`src/rtl/tlb_exc_pkg.sv`:
```
package tlb_exc_pkg;
  typedef enum logic [1:0] {
    FK_REFILL  = 2'b00,
    FK_INVALID = 2'b01,
    FK_MOD     = 2'b10,
    FK_MOD_ALT = 2'b11
  } fault_kind_e;

  localparam logic [4:0] EXC_MOD   = 5'd1;
  localparam logic [4:0] EXC_LOAD  = 5'd2;
  localparam logic [4:0] EXC_STORE = 5'd3;
endpackage

```
`src/rtl/tlb_vec_sel.sv`:
```
module tlb_vec_sel
  import tlb_exc_pkg::*;
#(
  parameter int unsigned VA_W    = 32,
  parameter int unsigned GEN_OFS = 32'h180
) (
  input  logic [1:0]      kind_i,
  input  logic            exl_i,
  input  logic [VA_W-1:0] ebase_i,
  output logic [VA_W-1:0] vec_o
);
  fault_kind_e kind;
  assign kind = fault_kind_e'(kind_i);

  // pre-entry EXL picks refill vs general vector
  always_comb begin
    if (kind == FK_REFILL && !exl_i) vec_o = ebase_i;
    else                             vec_o = ebase_i + VA_W'(GEN_OFS);
  end
endmodule

```
`src/rtl/tlb_cp0_regs.sv`:
```
module tlb_cp0_regs
  import tlb_exc_pkg::*;
#(
  parameter int unsigned VA_W       = 32,
  parameter int unsigned ASID_W     = 8,
  parameter int unsigned PAIR_SHIFT = 13,
  localparam int unsigned VPN_W     = VA_W - PAIR_SHIFT,
  localparam int unsigned PTE_W     = VA_W - 4 - VPN_W,
  localparam int unsigned EHI_PAD   = PAIR_SHIFT - 2 - ASID_W
) (
  input  logic              clk_i,
  input  logic              rst_ni,
  input  logic              fault_valid_i,
  input  logic [1:0]        kind_i,
  input  logic              store_i,
  input  logic [VA_W-1:0]   vaddr_i,
  input  logic [VA_W-1:0]   pc_i,
  input  logic              dslot_i,
  input  logic [ASID_W-1:0] asid_i,
  input  logic              eret_i,
  input  logic              pte_we_i,
  input  logic [PTE_W-1:0]  pte_i,
  output logic [VA_W-1:0]   badvaddr_o,
  output logic [VA_W-1:0]   entryhi_o,
  output logic [VA_W-1:0]   context_o,
  output logic [4:0]        exc_o,
  output logic              bd_o,
  output logic              exl_o,
  output logic [VA_W-1:0]   epc_o
);
  logic [VA_W-1:0]   badv_q, epc_q;
  logic [VPN_W-1:0]  ehi_vpn_q, ctx_vpn_q;
  logic [1:0]        ehi_x_q;
  logic [ASID_W-1:0] asid_q;
  logic [PTE_W-1:0]  pte_q;
  logic [4:0]        exc_q, exc_d;
  logic              bd_q, exl_q;

  always_comb begin
    if (kind_i[1])    exc_d = EXC_MOD;
    else if (store_i) exc_d = EXC_STORE;
    else              exc_d = EXC_LOAD;
  end

  always_ff @(posedge clk_i or negedge rst_ni) begin
    if (!rst_ni) begin
      badv_q    <= '0;
      epc_q     <= '0;
      ehi_vpn_q <= '0;
      ctx_vpn_q <= '0;
      ehi_x_q   <= '0;
      asid_q    <= '0;
      pte_q     <= '0;
      exc_q     <= '0;
      bd_q      <= 1'b0;
      exl_q     <= 1'b0;
    end else begin
      if (pte_we_i) pte_q <= pte_i;
      if (fault_valid_i) begin
        badv_q    <= vaddr_i;
        ehi_vpn_q <= vaddr_i[VA_W-1:PAIR_SHIFT];
        ehi_x_q   <= vaddr_i[PAIR_SHIFT-1:PAIR_SHIFT-2];
        asid_q    <= asid_i;
        ctx_vpn_q <= vaddr_i[VA_W-1:PAIR_SHIFT];
        exc_q     <= exc_d;
        exl_q     <= 1'b1;
        if (!exl_q) begin
          epc_q <= dslot_i ? pc_i - VA_W'(4) : pc_i;
          bd_q  <= dslot_i;
        end
      end else if (eret_i) begin
        exl_q <= 1'b0;
      end
    end
  end

  assign badvaddr_o = badv_q;
  assign entryhi_o  = {ehi_vpn_q, ehi_x_q, {EHI_PAD{1'b0}}, asid_q};
  assign context_o  = {pte_q, ctx_vpn_q, 4'b0000};
  assign exc_o      = exc_q;
  assign bd_o       = bd_q;
  assign exl_o      = exl_q;
  assign epc_o      = epc_q;

  AST_EXL_SET: assert property (@(posedge clk_i) disable iff (!rst_ni)
    fault_valid_i |=> exl_q);
  AST_NESTED_EPC_HOLD: assert property (@(posedge clk_i) disable iff (!rst_ni)
    (fault_valid_i && exl_q) |=> ($stable(epc_q) && $stable(bd_q)));
  AST_BADVADDR_CAPTURE: assert property (@(posedge clk_i) disable iff (!rst_ni)
    fault_valid_i |=> (badvaddr_o == $past(vaddr_i)));
  AST_PTE_BASE_KEEP: assert property (@(posedge clk_i) disable iff (!rst_ni)
    !pte_we_i |=> $stable(context_o[VA_W-1:VA_W-PTE_W]));
endmodule

```
`src/rtl/tlb_exc_entry.sv`:
```
module tlb_exc_entry
  import tlb_exc_pkg::*;
#(
  parameter int unsigned VA_W       = 32,
  parameter int unsigned ASID_W     = 8,
  parameter int unsigned PAIR_SHIFT = 13,
  parameter int unsigned GEN_OFS    = 32'h180,
  localparam int unsigned PTE_W     = PAIR_SHIFT - 4
) (
  input  logic              clk_i,
  input  logic              rst_ni,
  input  logic              fault_valid_i,
  input  logic [1:0]        fault_kind_i,
  input  logic              fault_store_i,
  input  logic [VA_W-1:0]   fault_vaddr_i,
  input  logic [VA_W-1:0]   fault_pc_i,
  input  logic              fault_dslot_i,
  input  logic [ASID_W-1:0] asid_i,
  input  logic [VA_W-1:0]   ebase_i,
  input  logic              eret_i,
  input  logic              ptebase_we_i,
  input  logic [PTE_W-1:0]  ptebase_i,
  output logic              redirect_valid_o,
  output logic [VA_W-1:0]   redirect_pc_o,
  output logic [VA_W-1:0]   badvaddr_o,
  output logic [VA_W-1:0]   entryhi_o,
  output logic [VA_W-1:0]   context_o,
  output logic [4:0]        cause_exc_o,
  output logic              cause_bd_o,
  output logic              exl_o,
  output logic [VA_W-1:0]   epc_o
);
  logic [VA_W-1:0] vec;
  logic            exl;

  tlb_vec_sel #(.VA_W(VA_W), .GEN_OFS(GEN_OFS)) u_vec (
    .kind_i  (fault_kind_i),
    .exl_i   (exl),
    .ebase_i (ebase_i),
    .vec_o   (vec)
  );

  tlb_cp0_regs #(.VA_W(VA_W), .ASID_W(ASID_W), .PAIR_SHIFT(PAIR_SHIFT)) u_regs (
    .clk_i         (clk_i),
    .rst_ni        (rst_ni),
    .fault_valid_i (fault_valid_i),
    .kind_i        (fault_kind_i),
    .store_i       (fault_store_i),
    .vaddr_i       (fault_vaddr_i),
    .pc_i          (fault_pc_i),
    .dslot_i       (fault_dslot_i),
    .asid_i        (asid_i),
    .eret_i        (eret_i),
    .pte_we_i      (ptebase_we_i),
    .pte_i         (ptebase_i),
    .badvaddr_o    (badvaddr_o),
    .entryhi_o     (entryhi_o),
    .context_o     (context_o),
    .exc_o         (cause_exc_o),
    .bd_o          (cause_bd_o),
    .exl_o         (exl),
    .epc_o         (epc_o)
  );

  always_ff @(posedge clk_i or negedge rst_ni) begin
    if (!rst_ni) begin
      redirect_valid_o <= 1'b0;
      redirect_pc_o    <= '0;
    end else begin
      redirect_valid_o <= fault_valid_i;
      if (fault_valid_i) redirect_pc_o <= vec;
    end
  end

  assign exl_o = exl;

  AST_REFILL_VEC: assert property (@(posedge clk_i) disable iff (!rst_ni)
    (fault_valid_i && fault_kind_i == 2'b00 && !exl) |=>
    (redirect_pc_o == $past(ebase_i)));
  AST_GENERAL_VEC: assert property (@(posedge clk_i) disable iff (!rst_ni)
    (fault_valid_i && (fault_kind_i != 2'b00 || exl)) |=>
    (redirect_pc_o == $past(ebase_i) + VA_W'(GEN_OFS)));
  AST_REDIRECT_PULSE: assert property (@(posedge clk_i) disable iff (!rst_ni)
    fault_valid_i |=> (redirect_valid_o && exl));
  AST_NO_SPURIOUS_REDIRECT: assert property (@(posedge clk_i) disable iff (!rst_ni)
    !fault_valid_i |=> !redirect_valid_o);
endmodule

```
`config.mk`:
```
export PLATFORM = sky130hd
export DESIGN_NAME = tlb_exc_entry
export DESIGN_NICKNAME = d
export VERILOG_FILES = /design/src/rtl/tlb_exc_pkg.sv /design/src/rtl/tlb_vec_sel.sv /design/src/rtl/tlb_cp0_regs.sv /design/src/rtl/tlb_exc_entry.sv
export SDC_FILE = /design/constraint.sdc
export NUM_CORES = 1
export LEC_CHECK = 0
export BUFFER_PORTS_ARGS = -buffer_cell sky130_fd_sc_hd__buf_4
export CORE_MARGIN = 10
export CORE_UTILIZATION = 45
export DETAILED_ROUTE_END_ITERATION = 10
export PLACE_DENSITY = 0.79
export SLEW_MARGIN = 20
export SYNTH_ARGS = -nofsm -noshare
export SYNTH_HDL_FRONTEND = slang
export SYNTH_SLANG_ARGS = --single-unit
```
`constraint.sdc`:
```
create_clock -name clk_i -period 2.2 [get_ports clk_i]
set_input_delay 0.11 -clock clk_i [delete_from_list [all_inputs] [get_ports clk_i]]
set_output_delay 0.11 -clock clk_i [all_outputs]
set_load 0.05 [all_outputs]
```
* Word-level counts from Yosys, hierarchy flattened *
Cells that the tools add are included.

cells by class
  add/subtract/negate cells = 2
  multiplexer cells = 6
  bitwise gates (word level) = 1
  reduce and logical (&&, ||, !) cells = 5

operators with widths
  kind                   count
  $mux 32                2
  $add 32x9->32 const B  1
  $sub 32x3->32 const B  1
  $mux 1                 3
  $logic_not 2->1        1
  $mux 2                 1
  $reduce_and 2->1       1
  $reduce_bool 2->1      1
  $logic_and 1x1->1      1
  $logic_not 1->1        1
  $not 1->1              1

word-level totals
  bits in registers = 142
  input port bits = 122
  output and inout bits = 168
  logic and storage cells = 25

* Logic depth before layout (Yosys ltp) *
Gate-level depths: netlist of run 1.

  depth in word-level cells = 3
  depth in mapped cells = 8
  depth with buffers taken out = 7

* By module *
Synthesis of run 1 repeated with hierarchy kept, for this count alone.

unflattened totals
  cells, all modules = 532
  area, all modules = 6168.4 µm²

modules (own cells, without submodules)
  module         times used  cells each  area each (µm²)  sequential area each (µm²)
  tlb_cp0_regs   1           377         4174.0           2127.0
  tlb_exc_entry  1           69          1370.1           825.8
  tlb_vec_sel    1           86          624.3            0.0

* Worst setup path before layout of run 1 *
No wires, ideal clock.

  kind = register to register
  start point = register u_regs.exl_q (netlist: u_regs.exl_o)
  end point = register redirect_pc_o[31]
  setup time = 0.082 ns
  data arrival time = 2.148 ns
  data required time = 2.118 ns
  slack = -0.030 ns
  cell stages (with the launch flop) = 6
  path buffers = 1
  period minus slack after synthesis = 2.230 ns
  path through = dfrtp_1 nor3_1 or4b_1 clkbuf_1 or4_1 a31oi_1

on the way
  word-level cells in the longest chain between the ends = 3

ends and longest elaborated chain
  element                 RTL line             RTL
  from (decl)             tlb_cp0_regs.sv:37   logic bd_q, exl_q;
  from (signal assigned)  tlb_cp0_regs.sv:56   exl_q <= 1'b0;
  from (signal assigned)  tlb_cp0_regs.sv:66   exl_q <= 1'b1;
  from (signal assigned)  tlb_cp0_regs.sv:72   exl_q <= 1'b0;
  $logic_not 1->1         --
  $logic_and 1x1->1       tlb_vec_sel.sv:17    if (kind == FK_REFILL && !exl_i) vec_o = ebase_i;
  $mux 32                 tlb_vec_sel.sv:17
  to (signal assigned)    tlb_exc_entry.sv:71  if (fault_valid_i) redirect_pc_o <= vec;
  to (decl)               tlb_exc_entry.sv:24  output logic [VA_W-1:0] redirect_pc_o,

Every way passes these cells.
A chain may end at the register's enable or synchronous reset.

* Worst setup path after layout of run 1 *
Ends and elaborated chain as after synthesis.

==> results.yml, run 1 <==
status:
  run_status: "finished clean"
finish:
  design_area_um2: 9110
  stdcell_count: 1037
  final_cell_mix: "291 x buf_4, 117 x dfrtp_1, 71 x dlygate4sd3_1"
  area_growth_pct: 58.0
  finalNetCount: 974
  utilization: 0.725
  drive_gt1_frac: 0.457
  nFillCells: 853
  layout_commonest_cell: "buf_4"
yosys:
  synth_seq_cells: 118
  synthFlopType: "dfrtp_1"
  yosysWarnings: 0
  seq_area_frac_synth: 0.512
  syn_avg_cell_area_um2: 10.8
  syn-cell-area_um2: 5770
  synth_edf_count: 0
  synthArstFlopShare: 1.00
  netlist_instances: 534
  ys_types: 40
clocking:
  ctsResizeCount: 0
  cts_tree: "yes"
  cts.sinks: 118
  clockBufferDepth: 2
  ctsRootBufferMaster: "clkbuf_16"
  cts-buffers-inserted: 17
  clk_pin_slew_ps: 60
  clk_latency_ps: 410
  htreeDepth: 4
floorplanning:
  dieArea_um2: 17700
  pin_count: 290
  coreArea_um2: 12600
  die_h_um: 133
  rows: 41
  die_w_um: 133
  start_util: 0.459
timing:
  setup_tns_ps: 0
  whs_ps: 9.53
  fin_crit_sh: 0.855
  period_minus_slack_ps: 1880
  fmax_ghz: 0.531
  rsz0062_at_grt: "no"
  fin_skew_ps: 7.35
  finalMaxSlewViolations: 0
  setup_viol: 0
  fin_ws_ps: 318
  hold_viol: 0
  worst_pin_slew_ps: 696
  max-slew-margin-rel: 0.536
min_path:
  min-delay-path-class: "input port to flip-flop"
power_and_ir_drop:
  leakagePower_nw: 4.15
  p_total_mw: 8.31
  p_per_area_nw_per_um2: 911
  ir_drop_uv: 425
grt:
  grt_pass1_vias: 5704
  grt_pass1_wl_mm: 33.1
  grt_max_degree: 60
  overflow: 0
  antenna_found_initial: 2
  grt_use_total: 0.234
detailed_routing:
  wl_met1_mm: 8.01
  drt_iter0_markers: 224
  ant_nets: 0
  routed_wl_mm: 21.6
  route.met3.wl_mm: 1.44
  wl_met2_mm: 11.3
  top_layer: "met4"
  wl_per_cell_um: 20.8
  vias: 5300
  drc_errors: 0
  viasPerCell: 5.11
  first_pass_iters: 5
placed_design:
  place_ws_ps: 123
  dp_cells: 932
  detailed_place_hpwl_mm: 15.1
  place_area_um2: 7750
  place.gp.congestion: 0.864
  portBuffers: 279
job:
  maxCapViolCount: 0
critical_path:
  crit_arrival_ps: 2200
  cp.required_ps: 2520
  path_class: "flip-flop to flip-flop"
  crit_chain: "nor3_1 -> or4b_1 -> or4_1 -> a31oi_1"
  cp-start-kind: "flip-flop"
  crit_fanout: 7
  critPathCaptureType: "flip-flop"
  slowest_stage: "or4b_1"
  slowest_delay_ps: 660
state kept, by name, summed over array words and instances (netlist names):
| register | cells |
|---|---|
| u_regs.badvaddr_o | 12 |
| u_regs.asid_q | 8 |
| u_regs.pte_q | 9 |
| u_regs.bd_o | 1 |
| u_regs.epc_o | 32 |
| u_regs.exc_o | 2 |
| redirect_valid_o | 1 |
| u_regs.ehi_x_q | 1 |
| u_regs.ctx_vpn_q | 19 |
| u_regs.exl_o | 1 |
| redirect_pc_o | 32 |
worst paths after layout:
path,from,endpoint,slack [ps],cells past startpoint
worst min register to register,u_regs.epc_o[12],u_regs.epc_o[12],490,2
max in group asynchronous,rst_ni,u_regs.badvaddr_o[6],1230,3
worst max register to register,u_regs.exl_o,redirect_pc_o[31],320,4
worst min-delay path,fault_pc_i[9],u_regs.epc_o[9],10,3
min in group asynchronous,rst_ni,redirect_pc_o[25],250,2
worst max-delay path,u_regs.exl_o,redirect_pc_o[31],320,4
final cells by class:
type / count / area (µm²) / share of cell area
multi-input cells: 342 / 2350 / 0.258
well taps: 172 / 215 / 0.0236
repair buffers: 363 / 2920 / 0.320
flip-flops and latches: 118 / 2950 / 0.324
inverters: 8 / 30.0 / 0.00330
clock buffers: 17 / 425 / 0.0467
diodes: 2 / 5.00 / 0.000549
clock inverters: 15 / 219 / 0.0240
synth_stat cells (14+ instances only):
cell	number	area (µm²)
xor2_1	18	158
mux2_2	61	687
nor3_1	17	85.1
clkbuf_1	22	82.6
xnor2_1	34	298
buf_4	50	375
nor2_1	38	143
o21ai_0	14	70.1
dfrtp_1	118	2950
nand2_1	43	161
a21oi_1	25	125
o21ai_1	16	80.1
critical path: cells and delay by family, from the launching register on:
family | cells | cell delay [ps]
flops | 1 | 390
simple gates | 3 | 1240
compound gates | 1 | 170
cell families (layout without fill, tap and decap cells):
group / after synthesis / count (layout) / synth area share
AND/OR/NAND/NOR: 157 / 157 / 0.143
buffers and inverters: 83 / 403 / 0.0872
XOR/XNOR: 52 / 52 / 0.0790
other: 1 / 12 / 0.000650
multiplexers: 62 / 62 / 0.121
AO/OA/AOI/OAI: 59 / 59 / 0.0531
adder cells (fa/ha/maj): 2 / 2 / 0.00434
flip-flops: 118 / 118 / 0.512
power breakdown:
part | switching [mW] | internal, mW | total (mW)
Clock | 1.09 | 1.93 | 3.03
Combinational | 1.80 | 0.863 | 2.66
Sequential | 0.193 | 2.43 | 2.62
Total | 3.08 | 5.22 | 8.31
routing by layer:
| metal | up-vias | track usage |
|---|---|---|
| met3 | 49 | 0.0650 |
| met4 | 0 | 0.102 |
| met1 | 2567 | 0.251 |
| met5 | - | 0 |
| li1 | 2425 | - |
| met2 | 259 | 0.421 |
timing repair:
| item | 4_1_cts | 5_1_grt |
|---|---|---|
| setup buffers | 0 | 0 |
| endpoints found under the hold margin | 112 | 0 |
| hold buffers | 71 | 0 |
(Power assumes the default switching activity.)
==> inputs of run 2 (changes only) <==
CORE_UTILIZATION = 46   (was 45)
PLACE_DENSITY = 0.81   (was 0.79)
==> results.yml, run 2 (same netlist as run 1, synthesis figures left out) <==
power_and_ir_drop:
  leakagePower_nw: 4.14
  ir_drop_uv: 482
  p_per_area_nw_per_um2: 898
finish:
  layout_commonest_cell: "buf_4"
  antenna_cells: 0
  design_area_um2: 9100
  drive_gt1_frac: 0.456
  area_growth_pct: 57.7
  final_cell_mix: "286 x buf_4, 117 x dfrtp_1, 73 x dlygate4sd3_1"
  finalNetCount: 972
detailed_routing:
  ant_nets: 0
  drt_iter0_markers: 264
  first_pass_iters: 7
  drc_errors: 0
  wl_per_cell_um: 20.6
  viasPerCell: 5.09
  routed_wl_mm: 21.1
  vias: 5238
grt:
  grt_max_degree: 102
  overflow: 0
  grt_use_total: 0.236
  grt_pass1_vias: 5586
  grt_pass1_wl_mm: 32.7
  antenna_found_initial: 0
critical_path:
  crit_fanout: 7
  crit_arrival_ps: 2370
  critPathCaptureType: "flip-flop"
  path_class: "input port to flip-flop"
  ff2ff_path_depth: 4
  cp-start-kind: "input port"
  cp.required_ps: 2480
clocking:
  htreeDepth: 4
  cts_tree: "yes"
  clockBufferDepth: 2
  cts-buffers-inserted: 17
  clk_latency_ps: 410
  cts.sinks: 118
  clk_pin_slew_ps: 60
  ctsRootBufferMaster: "clkbuf_16"
timing:
  fmax_ghz: 0.479
  worst_pin_slew_ps: 600
  setup_viol: 0
  finalMaxSlewViolations: 0
  setup_tns_ps: 0
  max-slew-margin-rel: 0.600
  period_minus_slack_ps: 2090
  rsz0062_at_grt: "no"
  fin_skew_ps: 7.90
  fin_crit_sh: 0.949
  hold_viol: 0
floorplanning:
  rows: 40
  coreArea_um2: 12200
  die_h_um: 132
  start_util: 0.474
  die_w_um: 132
  pin_count: 290
  dieArea_um2: 17400
job:
  maxCapViolCount: 0
placed_design:
  place.gp.congestion: 0.902
  portBuffers: 279
  place_area_um2: 7730
  detailed_place_hpwl_mm: 14.9
min_path:
  min-delay-path-class: "input port to flip-flop"
  worstHoldPathCells: 3
status:
  run_status: "finished clean"
run 2: timing repair:
action	in CTS	in global routing
hold buffers	73	0
buffers inserted	0	0
setup endpoints to repair	0	4
hold endpoints to repair	113	0
resized for setup	0	3
run 2: final timing paths:
path	from	slack, ps	endpoint
min reg2reg	u_regs.epc_o[2]	480	u_regs.epc_o[2]
max in group asynchronous	rst_ni	1190	redirect_pc_o[6]
max	fault_dslot_i	110	u_regs.epc_o[19]
min	fault_pc_i[6]	10	u_regs.epc_o[6]
min in group asynchronous	rst_ni	270	redirect_pc_o[22]
max reg2reg	u_regs.exl_o	330	redirect_pc_o[31]
run 2: final cells by class:
type | instances | area, µm²
Clock inverter | 15 | 195
Tap cell | 168 | 210
Sequential cell | 118 | 2950
Fill cell | 787 | 3060
Clock buffer | 17 | 425
Multi-Input combinational cell | 342 | 2370
Inverter | 8 | 30.0
Timing Repair Buffer | 361 | 2920
run 2: stage by stage:
stage                     power [mW]  worst slack, ps  cells  hold WS, ps  utilization
final                           8.17              112   1029         14.7        0.748
after global routing            8.46             38.3   1029         9.61        0.748
after CTS                       8.19              100   1029         1.97        0.747
after detailed placement        5.17              127    924          147        0.636
after global placement          5.12              201    924          133        0.636
after floorplan                 4.30              151    543         -186            -
run 2: power by group:
part / internal, mW / switching, mW
clock: 1.81 / 1.09
sequential: 2.43 / 0.187
combinational: 0.863 / 1.79
total: 5.11 / 3.07
run 2: per-layer routing:
layer  wire (µm)  track usage  vias to the layer above
li1            -            -                     2409
met1        7750        0.245                     2561
met3        1360       0.0675                       35
met4         541       0.0841                        0
met2       11500        0.438                      233
met5           0            0                        -
run 2: critical path: stages:
cell           delay [ps]
dlygate4sd3_1         530
buf_4                 150
or4b_1                490
or3_1                 430
buf_4                 200
nor3_1                210
xnor2_1               160
o21ai_1                80
